## config.mk

```make
export PLATFORM = sky130hd
export DESIGN_NAME = write_status_gen
export DESIGN_NICKNAME = d
export VERILOG_FILES = /design/src/rtl/wsg_pkg.sv /design/src/rtl/wsg_strobe_edge.sv /design/src/rtl/wsg_region_match.sv /design/src/rtl/wsg_toggle_state.sv /design/src/rtl/write_status_gen.sv
export SDC_FILE = /design/constraint.sdc
export NUM_CORES = 1
export LEC_CHECK = 0
export BUFFER_PORTS_ARGS = -buffer_cell sky130_fd_sc_hd__buf_2
export CAP_MARGIN = 20
export CORE_ASPECT_RATIO = 2
export CORE_UTILIZATION = 25
export DETAILED_ROUTE_END_ITERATION = 10
export HOLD_SLACK_MARGIN = 0.05
export MAX_ROUTING_LAYER = met4
export SKIP_LAST_GASP = 1
export SYNTH_ARGS = -nofsm -noshare
export SYNTH_HDL_FRONTEND = slang
export SYNTH_SLANG_ARGS = --single-unit
```

## constraint.sdc

```tcl
create_clock -name clk -period 3 [get_ports clk]
set_input_delay 0.3 -clock clk [delete_from_list [all_inputs] [get_ports clk]]
set_output_delay 0.3 -clock clk [all_outputs]
set_load 0.1 [all_outputs]
```

## src/rtl/wsg_pkg.sv

```systemverilog
package wsg_pkg;

    typedef enum logic [1:0] {
        M_IDLE  = 2'd0,
        M_PROG  = 2'd1,
        M_ERASE = 2'd2,
        M_SUSP  = 2'd3
    } mode_e;

    typedef struct packed {
        logic flip6;
        logic flip2;
    } tog_s;

    localparam int POLL_POS = 7;
    localparam int TOG_POS  = 6;
    localparam int REG_POS  = 2;

    function automatic mode_e pick_mode(input logic busy_i,
                                        input logic erase_i,
                                        input logic susp_i);
        if (busy_i)      return erase_i ? M_ERASE : M_PROG;
        else if (susp_i) return M_SUSP;
        else             return M_IDLE;
    endfunction

endpackage

```

## src/rtl/wsg_strobe_edge.sv

```systemverilog
module wsg_strobe_edge (
    input  logic clk,
    input  logic rst,
    input  logic stb,
    output logic rise
);
    logic stb_q;

    always_ff @(posedge clk) begin
        if (rst) stb_q <= 1'b0;
        else     stb_q <= stb;
    end

    assign rise = stb & ~stb_q;

    // a strobe held high yields one edge only
    assert_single_edge_R10: assert property (@(posedge clk) disable iff (rst)
        rise |=> !rise);
endmodule

```

## src/rtl/wsg_region_match.sv

```systemverilog
module wsg_region_match #(
    parameter int AW       = 20,
    parameter int SECT_LSB = 11
) (
    input  logic          susp,
    input  logic [AW-1:0] rd_addr,
    input  logic [AW-1:0] susp_addr,
    output logic          hit
);
    localparam int TAGW = AW - SECT_LSB;

    logic [TAGW-1:0] rd_tag, sp_tag;

    assign rd_tag = rd_addr[AW-1:SECT_LSB];
    assign sp_tag = susp_addr[AW-1:SECT_LSB];
    assign hit    = susp && (rd_tag == sp_tag);
endmodule

```

## src/rtl/wsg_toggle_state.sv

```systemverilog
module wsg_toggle_state
    import wsg_pkg::*;
(
    input  logic  clk,
    input  logic  rst,
    input  logic  rise,
    input  mode_e mode,
    input  logic  hit,
    output tog_s  tog
);
    always_ff @(posedge clk) begin
        if (rst) begin
            tog <= '0;
        end else if (mode == M_IDLE) begin
            tog <= '0;
        end else if (rise) begin
            case (mode)
                M_PROG:  tog.flip6 <= ~tog.flip6;
                M_ERASE: begin
                    tog.flip6 <= ~tog.flip6;
                    tog.flip2 <= ~tog.flip2;
                end
                M_SUSP:  if (hit) tog.flip2 <= ~tog.flip2;
                default: ;
            endcase
        end
    end

    // each busy read inverts the bit-6 toggle
    assert_busy_flip_R5: assert property (@(posedge clk) disable iff (rst)
        (rise && (mode == M_PROG || mode == M_ERASE)) |=> (tog.flip6 != $past(tog.flip6)));

    // a program read never advances the bit-2 toggle
    assert_prog_hold2_R6: assert property (@(posedge clk) disable iff (rst)
        (mode == M_PROG) |=> $stable(tog.flip2));

    // out-of-region reads while suspended leave the toggles alone
    assert_miss_hold_R8: assert property (@(posedge clk) disable iff (rst)
        (mode == M_SUSP && !hit) |=> $stable(tog));

    // idle clears the toggles
    assert_idle_clear_R11: assert property (@(posedge clk) disable iff (rst)
        (mode == M_IDLE) |=> (tog == '0));
endmodule

```

## src/rtl/write_status_gen.sv

```systemverilog
module write_status_gen
    import wsg_pkg::*;
#(
    parameter int DW       = 16,
    parameter int AW       = 20,
    parameter int SECT_LSB = 11
) (
    input  logic          clk,
    input  logic          rst,
    input  logic          rd_stb,
    input  logic [AW-1:0] rd_addr,
    input  logic [DW-1:0] arr_data,
    input  logic          busy,
    input  logic          op_erase,
    input  logic [DW-1:0] pgm_data,
    input  logic          erase_susp,
    input  logic [AW-1:0] susp_addr,
    output logic [DW-1:0] status_q
);
    mode_e          mode;
    logic           rise;
    logic           hit;
    tog_s           tog;
    logic [DW-1:0]  word;

    assign mode = pick_mode(busy, op_erase, erase_susp);

    wsg_strobe_edge u_edge (
        .clk  (clk),
        .rst  (rst),
        .stb  (rd_stb),
        .rise (rise)
    );

    wsg_region_match #(.AW(AW), .SECT_LSB(SECT_LSB)) u_region (
        .susp      (erase_susp),
        .rd_addr   (rd_addr),
        .susp_addr (susp_addr),
        .hit       (hit)
    );

    wsg_toggle_state u_tog (
        .clk  (clk),
        .rst  (rst),
        .rise (rise),
        .mode (mode),
        .hit  (hit),
        .tog  (tog)
    );

    always_comb begin
        word = '0;
        case (mode)
            M_IDLE: word = arr_data;
            M_PROG: begin
                word[POLL_POS] = ~pgm_data[POLL_POS];
                word[TOG_POS]  = tog.flip6;
            end
            M_ERASE: begin
                word[POLL_POS] = 1'b0;
                word[TOG_POS]  = tog.flip6;
                word[REG_POS]  = tog.flip2;
            end
            M_SUSP: begin
                if (hit) begin
                    word[POLL_POS] = 1'b1;
                    word[TOG_POS]  = 1'b1;
                    word[REG_POS]  = tog.flip2;
                end else begin
                    word = arr_data;
                end
            end
            default: word = '0;
        endcase
    end

    always_ff @(posedge clk) begin
        if (rst)       status_q <= '0;
        else if (rise) status_q <= word;
    end

    // the returned word only moves on a read edge
    assert_hold_R10: assert property (@(posedge clk) disable iff (rst)
        !rise |=> $stable(status_q));

    // idle reads pass the array word
    assert_idle_pass_R2: assert property (@(posedge clk) disable iff (rst)
        (rise && !busy && !erase_susp) |=> (status_q == $past(arr_data)));

    // program poll bit is the inverted write bit
    assert_prog_poll_R3: assert property (@(posedge clk) disable iff (rst)
        (rise && busy && !op_erase) |=> (status_q[POLL_POS] == !$past(pgm_data[POLL_POS])));

    // erase poll bit reads low
    assert_erase_poll_R4: assert property (@(posedge clk) disable iff (rst)
        (rise && busy && op_erase) |=> !status_q[POLL_POS]);

    // in-region suspended reads show bits 7 and 6 high
    assert_susp_hit_R7: assert property (@(posedge clk) disable iff (rst)
        (rise && !busy && hit) |=> (status_q[POLL_POS] && status_q[TOG_POS]));
endmodule

```

## Word-level counts from Yosys, hierarchy flattened

Index checks and enable logic that the tools add are counted.

- Flip-flop bits (word level): 19
- Output and inout bits: 16
- Logic and storage cells: 36

- Eq/ne operators: 5
- Mux-type cells: 15
- Bitwise gates (word level): 5
- Reductions and logical operators: 7

Operators by type and width:

| kind | number |
|---|---|
| case mux 8 bit (2 select lines) | 1 |
| two-way mux 2 bit | 5 |
| equality test 9 bit | 1 |
| two-way mux 8 bit | 1 |
| case mux 2 bit (4 select lines) | 1 |
| case mux 3 bit (2 select lines) | 1 |
| equality test 2 bit, second input constant | 2 |
| NOT 1 bit | 4 |
| case mux 2 bit (2 select lines) | 1 |
| OR reduction 2 bit | 2 |
| two-way mux 3 bit | 1 |
| case mux 1 bit (3 select lines) | 1 |
| AND reduction 3 bit | 1 |
| equality test 2 x 1 -> 1 bit, second input constant | 1 |
| logical NOT 2 bit | 1 |
| two-way mux 1 bit | 2 |
| inequality test 2 bit, second input constant | 1 |
| case mux 1 bit (2 select lines) | 1 |
| AND reduction 2 bit | 1 |
| nonzero test 2 bit | 1 |
| AND 1 bit | 1 |
| logical AND 1 bit | 1 |

## Logic depth before layout (Yosys ltp)

Gate-level depths: netlist of the first run.

- Depth in word-level cells: 5
- Gate-level depth with buffers: 7
- Mapped depth without buffers: 7

## Modules after synthesis

Synthesis of the first run repeated with hierarchy kept, for this count alone.

- Cell total of the unflattened synthesis: 84
- Area total of the unflattened synthesis: 927.1 µm²

Modules (own cells, without submodules):

| module | instances | cells each | area an instance (µm²) |
|---|---|---|---|
| write_status_gen | 1 | 53 | 624.3 |
| wsg_toggle_state | 1 | 15 | 150.1 |
| wsg_region_match | 1 | 13 | 105.1 |
| wsg_strobe_edge | 1 | 3 | 47.5 |

## Worst setup path before layout of the first run

No wires, ideal clock.

- Kind: input to register
- Start point: input susp_addr[14]
- End point: register status_q[2]
- Library setup time: 134 ps
- Arrival: 1377 ps
- Setup slack: 1489 ps
- Cell stages on the path: 5
- Path buffers: 0
- Cells stage by stage: xor2_1 > nor4_4 > a41oi_2 > a221oi_2 > a2111oi_2

- Longest elaborated chain between the ends: 4

Ends and longest elaborated chain:

| element | RTL line | RTL |
|---|---|---|
| from (decl) | write_status_gen.sv:17 | `input logic [AW-1:0] susp_addr,` |
| equality test 9 bit | wsg_region_match.sv:16 | `assign hit = susp && (rd_tag == sp_tag);` |
| logical AND 1 bit | wsg_region_match.sv:16 |  |
| two-way mux 1 bit | write_status_gen.sv:65 | `if (hit) begin` |
| case mux 1 bit (3 select lines) | write_status_gen.sv:53 | `case (mode)` |
| to (signal assigned) | write_status_gen.sv:79 | `else if (rise) status_q <= word;` |
| to (decl) | write_status_gen.sv:18 | `output logic [DW-1:0] status_q` |

No other way between the ends.
A chain may end at the register's enable or synchronous reset.

## Worst setup path in the final report of the first run

- Start point: input susp_addr[16]
- End point: register status_q[2]

The elaborated chain is that of the path after synthesis.

==> results of run 1 <==
## path summary, 6_finish.rpt
check | startpoint | cells past startpoint | end
worst max-delay path | susp_addr[16] | 6 | status_q[2]
worst min-delay path | rd_stb | 2 | u_edge.stb_q
worst max register to register | u_edge.stb_q | 3 | status_q[7]
worst min register to register | status_q[3] | 2 | status_q[3]
## Yosys cell counts
| cell type | count |
|---|---|
| a2111oi_0 | 2 |
| a2111oi_2 | 1 |
| a21oi_1 | 13 |
| a221oi_2 | 1 |
| a32o_1 | 1 |
| a41oi_2 | 1 |
| and4_4 | 1 |
| buf_2 | 1 |
| buf_4 | 1 |
| clkbuf_1 | 5 |
| dfxtp_1 | 19 |
| ha_1 | 3 |
| inv_1 | 4 |
| mux2i_1 | 1 |
| nand2_1 | 17 |
| nand2b_1 | 2 |
| nand3_1 | 13 |
| nand3b_1 | 1 |
| nand4_1 | 1 |
| nor2_1 | 6 |
| nor2b_1 | 4 |
| nor3_1 | 3 |
| nor3b_1 | 1 |
| nor4_4 | 1 |
| o21ai_0 | 4 |
| or3_1 | 1 |
| xnor2_1 | 1 |
| xor2_1 | 9 |
## where the power goes
group	internal, mW	switching, mW	leakage (nW)	total (mW)
logic	0.0504	0.124	0.443	0.174
clock network	0.0943	0.0830	0.0228	0.177
registers	0.263	0.00520	0.155	0.269
## registers in the layout, summed over array words and instances, names as in the netlist
name	flops
status_q	16
u_tog.tog	2
u_edge.stb_q	1
## final cells by class
cell class,count,area (um2),share of cell area (%)
tap,49,61.3,4.55
sequential,19,380,28.2
timing repair buffer,57,288,21.4
multi-input combinational,88,558,41.4
inverter,4,15.0,1.11
clock buffer,4,45.0,3.34
## per-stage QoR
stage	hold slack (ns)	power [mW]	area, um2	worst slack, ns	instances
after detailed placement	0.448	0.450	1300	0.828	217
after global routing	0.288	0.651	1350	1.05	221
after global placement	0.443	0.449	1300	0.847	217
after floorplan	0.428	0.399	985	1.49	118
after CTS	0.281	0.633	1350	1.10	221
final	0.290	0.620	1350	1.17	221
## critical path: stages
cell and delay, ns:
buf_2 0.10, xor2_1 0.16, nor3_1 0.39, a41oi_2 0.49, a221oi_2 0.44, a2111oi_2 0.07
## logic make-up (layout without fill, tap and decap cells)
family                     after synthesis  count (layout)
DFF                                     19              19
AOI/OAI and AO/OA                       23              23
muxes                                    1               1
and+or+nand+nor                         51              51
buffers and inverters                   11              65
xor gates and xnor gates                10              10
adders and majority gates                3               3
## layer usage
metal	part of all wire [%]	wire length (um)
met1	35	953
met2	57	1540
met3	6.4	174
met4	1.0	27
met5	0	0
==> results.yml, run 1 <==
grt:
  antenna_found_initial: 0
  grtUsageMet3_pct: 1.60
  overflow: 0
  first_global_vias: 908
  grt.met1_usage_pct: 11.1
  gr-max-usage-layer: "met2"
  gr-usage-all-layers_pct: 13.0
  grt_start_max_net_pins: 21
  grt_pass1_wl_um: 3880
  grt.met2_usage_pct: 24.8
logic_synthesis:
  synth-seq-cells: 19
  synth_top_cell_by_area: "dfxtp_1"
  post_synth_num_cell_types: 28
  synth.area.top_cells: "dfxtp_1 39%, xor2_1 8.0%, a21oi_1 6.6%"
  synth_xor_area_share_pct: 8.89
  synth_nets: 199
  synth_top_area_share_pct: 38.6
  synth_top_family_by_area: "simple AND/OR/NAND/NOR gates"
  synth_simple_gate_area_share_pct: 26.8
  yosysWarnings: 0
  syn-mean-instance-area_um2: 8.34
  syn_area_um2: 985
  seq_area_frac_synth_pct: 38.6
  synth_mux_area_share_pct: 1.02
  synth_compound_area_share_pct: 16.1
  netlist_instances: 118
  synth_fa_ha_area_share_pct: 3.81
clock_tree:
  clk_latency_ns: 0.25
  htree_levels: 1
  path_clk_slew_ns: 0.07
  post-cts-setup-buffers: 0
  cts_sinks: 19
  cts_tree: "yes"
  cts_root_buf: "clkbuf_8"
  ctsHoldBuffers: 0
  clockBufferDepth: 2
  post_cts_resized: 0
  cts_buffers: 3
floorplan:
  dieArea_mm2: 0.00421
  rows: 31
  fp.dieH_um: 90.8
  ios: 94
  start_util_pct: 26.7
  coreArea_mm2: 0.00368
  fp.dieW_um: 46.4
timing:
  rsz0062_at_grt: "no"
  worstMarginPinSlew_ns: 0.776
  finalMaxSlewViolations: 0
  setup_viol: 0
  setup_tns_ns: 0
  period_minus_slack_ns: 1.83
  hold_violations: 0
  post-route-period-util_pct: 60.9
  fin_skew_ns: 0.00288
  slew_headroom_pct: 48.3
  timing.fmax_mhz: 547
cells_and_area:
  drive_above_1_share_pct: 37.8
  final_cell_mix: "56 x buf_2, 19 x dfxtp_1, 17 x nand2_1"
  final_nets: 254
  layout-area-overhead-vs-synth_pct: 36.8
  antenna_cells: 0
  fillers: 398
  final_common_cell: "buf_2"
  postLayoutCoreUtil_pct: 36.6
pwr:
  ir_drop_mv: 0.272
  p_per_area_mw_per_mm2: 460
  power_leakage_nw: 0.621
drt:
  first_pass_iters: 4
  finalWirelength_um: 2700
  post_drt_via_cell_ratio: 4.56
  wire_per_inst_um: 12.2
  drc: 0
  final_antenna_net_count: 0
  drt_iter0_markers: 9
  vias: 1007
worst_setup_path:
  worstPathArrival_ns: 1.95
  worstPathRequired_ns: 3.13
  reg2reg_setup_slack_ns: 1.42
  cp-start-kind: "primary input"
  cp-end-kind: "register"
  critPathKind: "primary input to register"
  crit_fanout: 14
place:
  gp_congestion: 0.790
  port_buffers: 56
  place_hpwl_um: 1980
job:
  maxCapViolCount: 0
hold_path:
  hp-class: "primary input to register"
outcome:
  outcome: "completed"
Power figures use the tool's default switching activity.
==> run 2: changes to the inputs <==
- clock period: 3 -> 1.9 ns (I/O delays scaled with it)
==> results.yml, run 2 (synthesized netlist as in run 1, its figures left out) <==
cells_and_area:
  postLayoutCoreUtil_pct: 37.2
  antenna_cells: 0
  final_common_cell: "buf_2"
  top_register: "status_q"
  layout-area-overhead-vs-synth_pct: 39.1
  drive_above_1_share_pct: 38.9
  final_cell_mix: "56 x buf_2, 19 x dfxtp_1, 17 x nand2_1"
  final_nets: 257
  largest_reg_flops: 16
  largestRegisters: "status_q: 16 flops, u_tog.tog: 2 flops, u_edge.stb_q: 1 flops"
  final_cell_area_mm2: 0.00137
worst_setup_path:
  critPathMaxStageDelay_ns: 0.26
  cp-start-kind: "primary input"
  crit_fanout: 6
  crit-reg2reg-launch: "u_edge.stb_q"
  worstPathRequired_ns: 2.05
  rr_endpoint: "status_q[7]"
  worstPathArrival_ns: 1.60
  critPathKind: "primary input to register"
  cp-end-kind: "register"
  r2r_cells: 3
  crit_slowest_cell: "o21ai_0"
  crit_chain: "buf_2 -> nor2b_1 -> nand2b_1 -> inv_1 -> ha_1 -> o21ai_0 -> a2111oi_0 -> a32o_1"
  reg2reg_setup_slack_ns: 0.75
clock_tree:
  clk_latency_ns: 0.25
  ctsHoldBuffers: 0
  cts_tree: "yes"
  post_cts_resized: 0
  post-cts-setup-buffers: 0
  htree_levels: 1
  cts_root_buf: "clkbuf_8"
  cts_sinks: 19
  path_clk_slew_ns: 0.07
  clockBufferDepth: 2
  cts_buffers: 3
place:
  gp_congestion: 0.816
  place_hpwl_um: 2070
  postPlaceCellArea_mm2: 0.00133
  port_buffers: 56
timing:
  slew_headroom_pct: 67.4
  period_minus_slack_ns: 1.46
  setup_viol: 0
  rsz0062_at_grt: "no"
  finalMaxSlewViolations: 0
  worstMarginPinSlew_ns: 0.492
  hold_violations: 0
  timing.fmax_mhz: 686
  fin_skew_ns: 0.000869
  post-route-period-util_pct: 76.7
  setup_tns_ns: 0
drt:
  first_pass_iters: 4
  vias: 1012
  post_drt_via_cell_ratio: 4.52
  finalWirelength_um: 2640
  wire_per_inst_um: 11.8
  drc: 0
  drt_iter0_markers: 6
  final_antenna_net_count: 0
floorplan:
  fp.dieH_um: 90.8
  dieArea_mm2: 0.00421
  rows: 31
  fp.dieW_um: 46.4
  start_util_pct: 26.7
  coreArea_mm2: 0.00368
  ios: 94
grt:
  grt_pass1_wl_um: 3920
  first_global_vias: 979
  antenna_found_initial: 0
  grt_start_max_net_pins: 21
  gr-usage-all-layers_pct: 13.1
  overflow: 0
hold_path:
  hp-class: "primary input to register"
  hold_depth: 2
  hold_end: "u_edge.stb_q"
  worstHoldStart: "rd_stb"
pwr:
  power_mw: 0.980
  p_per_area_mw_per_mm2: 715
  ir_drop_mv: 0.412
  power_leakage_nw: 0.635
outcome:
  outcome: "completed"
job:
  maxCapViolCount: 0
==> run 2: metal layers <==
layer	track usage [%]	wire length (um)
met1	11.0	932
met2	25.3	1570
met3	1.80	101
met4	5.15	27
met5	-	0
==> run 2: critical path, delay by kind of cell <==
kind | cells | cell delay (ns)
compound gates | 3 | 0.62
fa+ha+maj | 1 | 0.20
buf+inv | 2 | 0.21
simple gates | 2 | 0.37
==> run 2: how the worst max path moves through the flow <==
stage	from	endpoint	slack (ns)	cells past startpoint
2_1_floorplan	status_q[2]	status_q[2]	0.41	2
3_3_place_gp	erase_susp	status_q[7]	0.14	8
3_5_place_dp	erase_susp	status_q[7]	0.13	8
5_1_grt	erase_susp	status_q[7]	0.27	8
6_report	erase_susp	status_q[6]	0.44	8
4_1_cts	erase_susp	status_q[7]	0.42	8
==> run 2: cell type report <==
class                   instances  area (um2)
flip-flops and latches         19         380
repair buffers                 60         310
inverters                       4        15.0
fillers                       408        2310
well taps                      49        61.3
clock buffers                   4        45.0
multi-input cells              88         558
==> run 2: power breakdown <==
group | internal, mW | switching [mW]
Clock | 0.149 | 0.126
Sequential | 0.416 | 0.00837
Combinational | 0.0849 | 0.196
Total | 0.650 | 0.330
==> run 2: metrics by stage <==
step	worst slack, ns	std cells	hold slack, ns
CTS	0.417	224	0.174
finish	0.443	224	0.182
floorplan	0.409	118	0.318
detailed placement	0.128	220	0.437
global placement	0.139	220	0.435
global route	0.270	224	0.175
==> run 3: changes to the inputs <==
- ABC_AREA: unset -> 1
- clock period: 1.9 -> 1.3 ns (I/O delays scaled with it)
==> results.yml, run 3 <==
worst_setup_path:
  r2r_cells: 5
  crit_slowest_cell: "buf_2"
  crit-reg2reg-launch: "u_edge.stb_q"
  critPathLaunch: "status_q[15]"
  reg2reg_setup_slack_ns: 0.23
  critPathKind: "register to output port"
  worstPathArrival_ns: 1.02
  worstSetupEndpoint: "status_q[15]"
  worst-path-stages: 1
  crit_fanout: 2
  worstPathRequired_ns: 1.17
  path_buf_inv: 1
  cp-start-kind: "register"
  crit_chain: "buf_2"
  cp_top_family: "buffers and inverters"
  critPathMaxStageDelay_ns: 0.43
  cp-end-kind: "output port"
  rr_endpoint: "u_tog.tog[1]"
outcome:
  outcome: "completed"
timing:
  finalMaxSlewViolations: 0
  worstMarginPinSlew_ns: 0.495
  rsz0062_at_grt: "no"
  setup_tns_ns: 0
  hold_violations: 0
  post-route-period-util_pct: 88.4
  finalWorstSetupSlack_ns: 0.150
  slew_headroom_pct: 67.2
  setup_viol: 0
  period_minus_slack_ns: 1.15
  fin_skew_ns: 0.00542
  timing.fmax_mhz: 870
logic_synthesis:
  syn_area_mm2: 0.00115
  post_synth_num_cell_types: 24
  synth_nets: 262
  yosys-top-cells-count: "51 x nand2_1, 24 x inv_1, 19 x dfxtp_1, 16 x a21oi_1, 14 x nand4_1"
  synth_top_area_share_pct: 33.2
  yosysWarnings: 0
  seq_area_frac_synth_pct: 33.2
  synth.area.top_cells: "dfxtp_1 33%, nand2_1 17%, inv_1 7.9%"
  synth_top_cell_by_area: "dfxtp_1"
  synth_ff_type: "dfxtp_1"
  yosysMostFrequentCell: "nand2_1"
  netlist_instances: 181
  synth-async-reset-ratio_pct: 0
  synth_edf_count: 0
  synth-seq-cells: 19
  syn-mean-instance-area_um2: 6.33
drt:
  post_drt_via_cell_ratio: 4.45
  wire_per_inst_um: 9.82
  vias: 1321
  first_pass_iters: 4
  drt_iter0_markers: 29
  final_antenna_net_count: 0
  finalWirelength_um: 2920
  drc: 0
clock_tree:
  cts_buffers: 3
  cts_tree: "yes"
  cts_sinks: 19
  htree_levels: 1
  post-cts-setup-buffers: 0
  post_cts_resized: 0
  clockBufferDepth: 2
  cts_root_buf: "clkbuf_8"
  clk_latency_ns: 0.25
  ctsHoldBuffers: 0
  path_clk_slew_ns: 0.07
pwr:
  power_leakage_nw: 0.849
  p_per_area_mw_per_mm2: 929
  power_mw: 1.47
  ir_drop_mv: 0.601
cells_and_area:
  largest_reg_flops: 16
  seq_area_um2: 383
  final_cell_mix: "56 x buf_2, 51 x nand2_1, 24 x inv_1"
  top_register: "status_q"
  largestRegisters: "status_q: 16 flops, u_tog.tog: 2 flops, u_edge.stb_q: 1 flops"
  final_nets: 325
  antenna_cells: 0
  final_common_cell: "buf_2"
  fillers: 508
  drive_above_1_share_pct: 35.0
  final_cell_area_mm2: 0.00158
  multi_input_area_um2: 631
  layout-area-overhead-vs-synth_pct: 38.2
floorplan:
  fp.dieH_um: 97.8
  start_util_pct: 26.2
  dieArea_mm2: 0.00488
  fp.dieW_um: 49.9
  coreArea_mm2: 0.00438
  rows: 34
  ios: 94
hold_path:
  worstHoldStart: "rd_stb"
  hp-class: "primary input to register"
place:
  place_hpwl_um: 2390
  preCtsSetupSlack_ns: -0.149
  postPlaceCellArea_mm2: 0.00153
  gp_congestion: 0.731
  port_buffers: 56
grt:
  gr-usage-all-layers_pct: 12.9
  grt_pass1_wl_um: 4740
  overflow: 0
  grt_start_max_net_pins: 20
  first_global_vias: 1194
  antenna_found_initial: 0
job:
  maxCapViolCount: 0
-- run 3: changes by cell type after synthesis, moves of 4 or more --
| cell | delta |
|---|---|
| inv_1 | +20 |
| nand3_1 | -8 |
| nor2b_1 | -4 |
| nand4_1 | +13 |
| nand2_1 | +34 |
| o21ai_1 | +6 |
| xor2_1 | -8 |
| inv_2 | +5 |
| nor2_1 | +6 |
-- run 3: area by class of cell --
type	count	area share [%]
timing repair buffer	65	22.0
clock inverter	1	0.316
sequential	19	24.2
multi-input combinational	126	39.8
inverter	29	6.87
tap	54	4.27
clock buffer	3	2.61
-- run 3: worst reg2reg max path: stages, from the launching register on --
cell and delay, ns:
dfxtp_1 0.30, nor2_1 0.15, inv_2 0.16, nor2_1 0.17
a21oi_1 0.08, o21a_1 0.10
-- run 3: worst min path at each step --
stage / end / slack (ns) / depth (start not counted)
after detailed placement: u_edge.stb_q / 0.37 / 3
final: u_edge.stb_q / 0.10 / 3
after global placement: u_edge.stb_q / 0.36 / 3
after global routing: u_edge.stb_q / 0.11 / 3
after CTS: u_edge.stb_q / 0.10 / 3
after floorplan: u_edge.stb_q / 0.24 / 2
-- run 3: report_power, final --
part           switching, mW  internal (mW)
clock network          0.182          0.212
registers             0.0121          0.609
logic                  0.314          0.142
total                  0.509          0.963
-- run 3: per-stage QoR --
step	hold WS, ns	util, %	instances
finish	0.104	36.2	297
global route	0.107	36.2	297
CTS	0.102	36.0	297
detailed placement	0.374	35.0	293
global placement	0.361	35.0	293
floorplan	0.237	-	181
-- run 3: routing by layer --
metal,up-vias,part of all wire (%),global-route usage [%]
met5,-,0,-
met4,0,1.4,5.93
met3,2,4.3,1.25
met2,43,57,25.7
met1,574,37,11.3
li1,702,-,-
-- run 3: cells by family after synthesis --
kind of cell               synth area share (%)
and+or+nand+nor                            34.2
xor gates and xnor gates                   1.53
AOI/OAI and AO/OA                          15.5
DFF                                        33.2
buffers and inverters                      12.3
adders and majority gates                  3.28
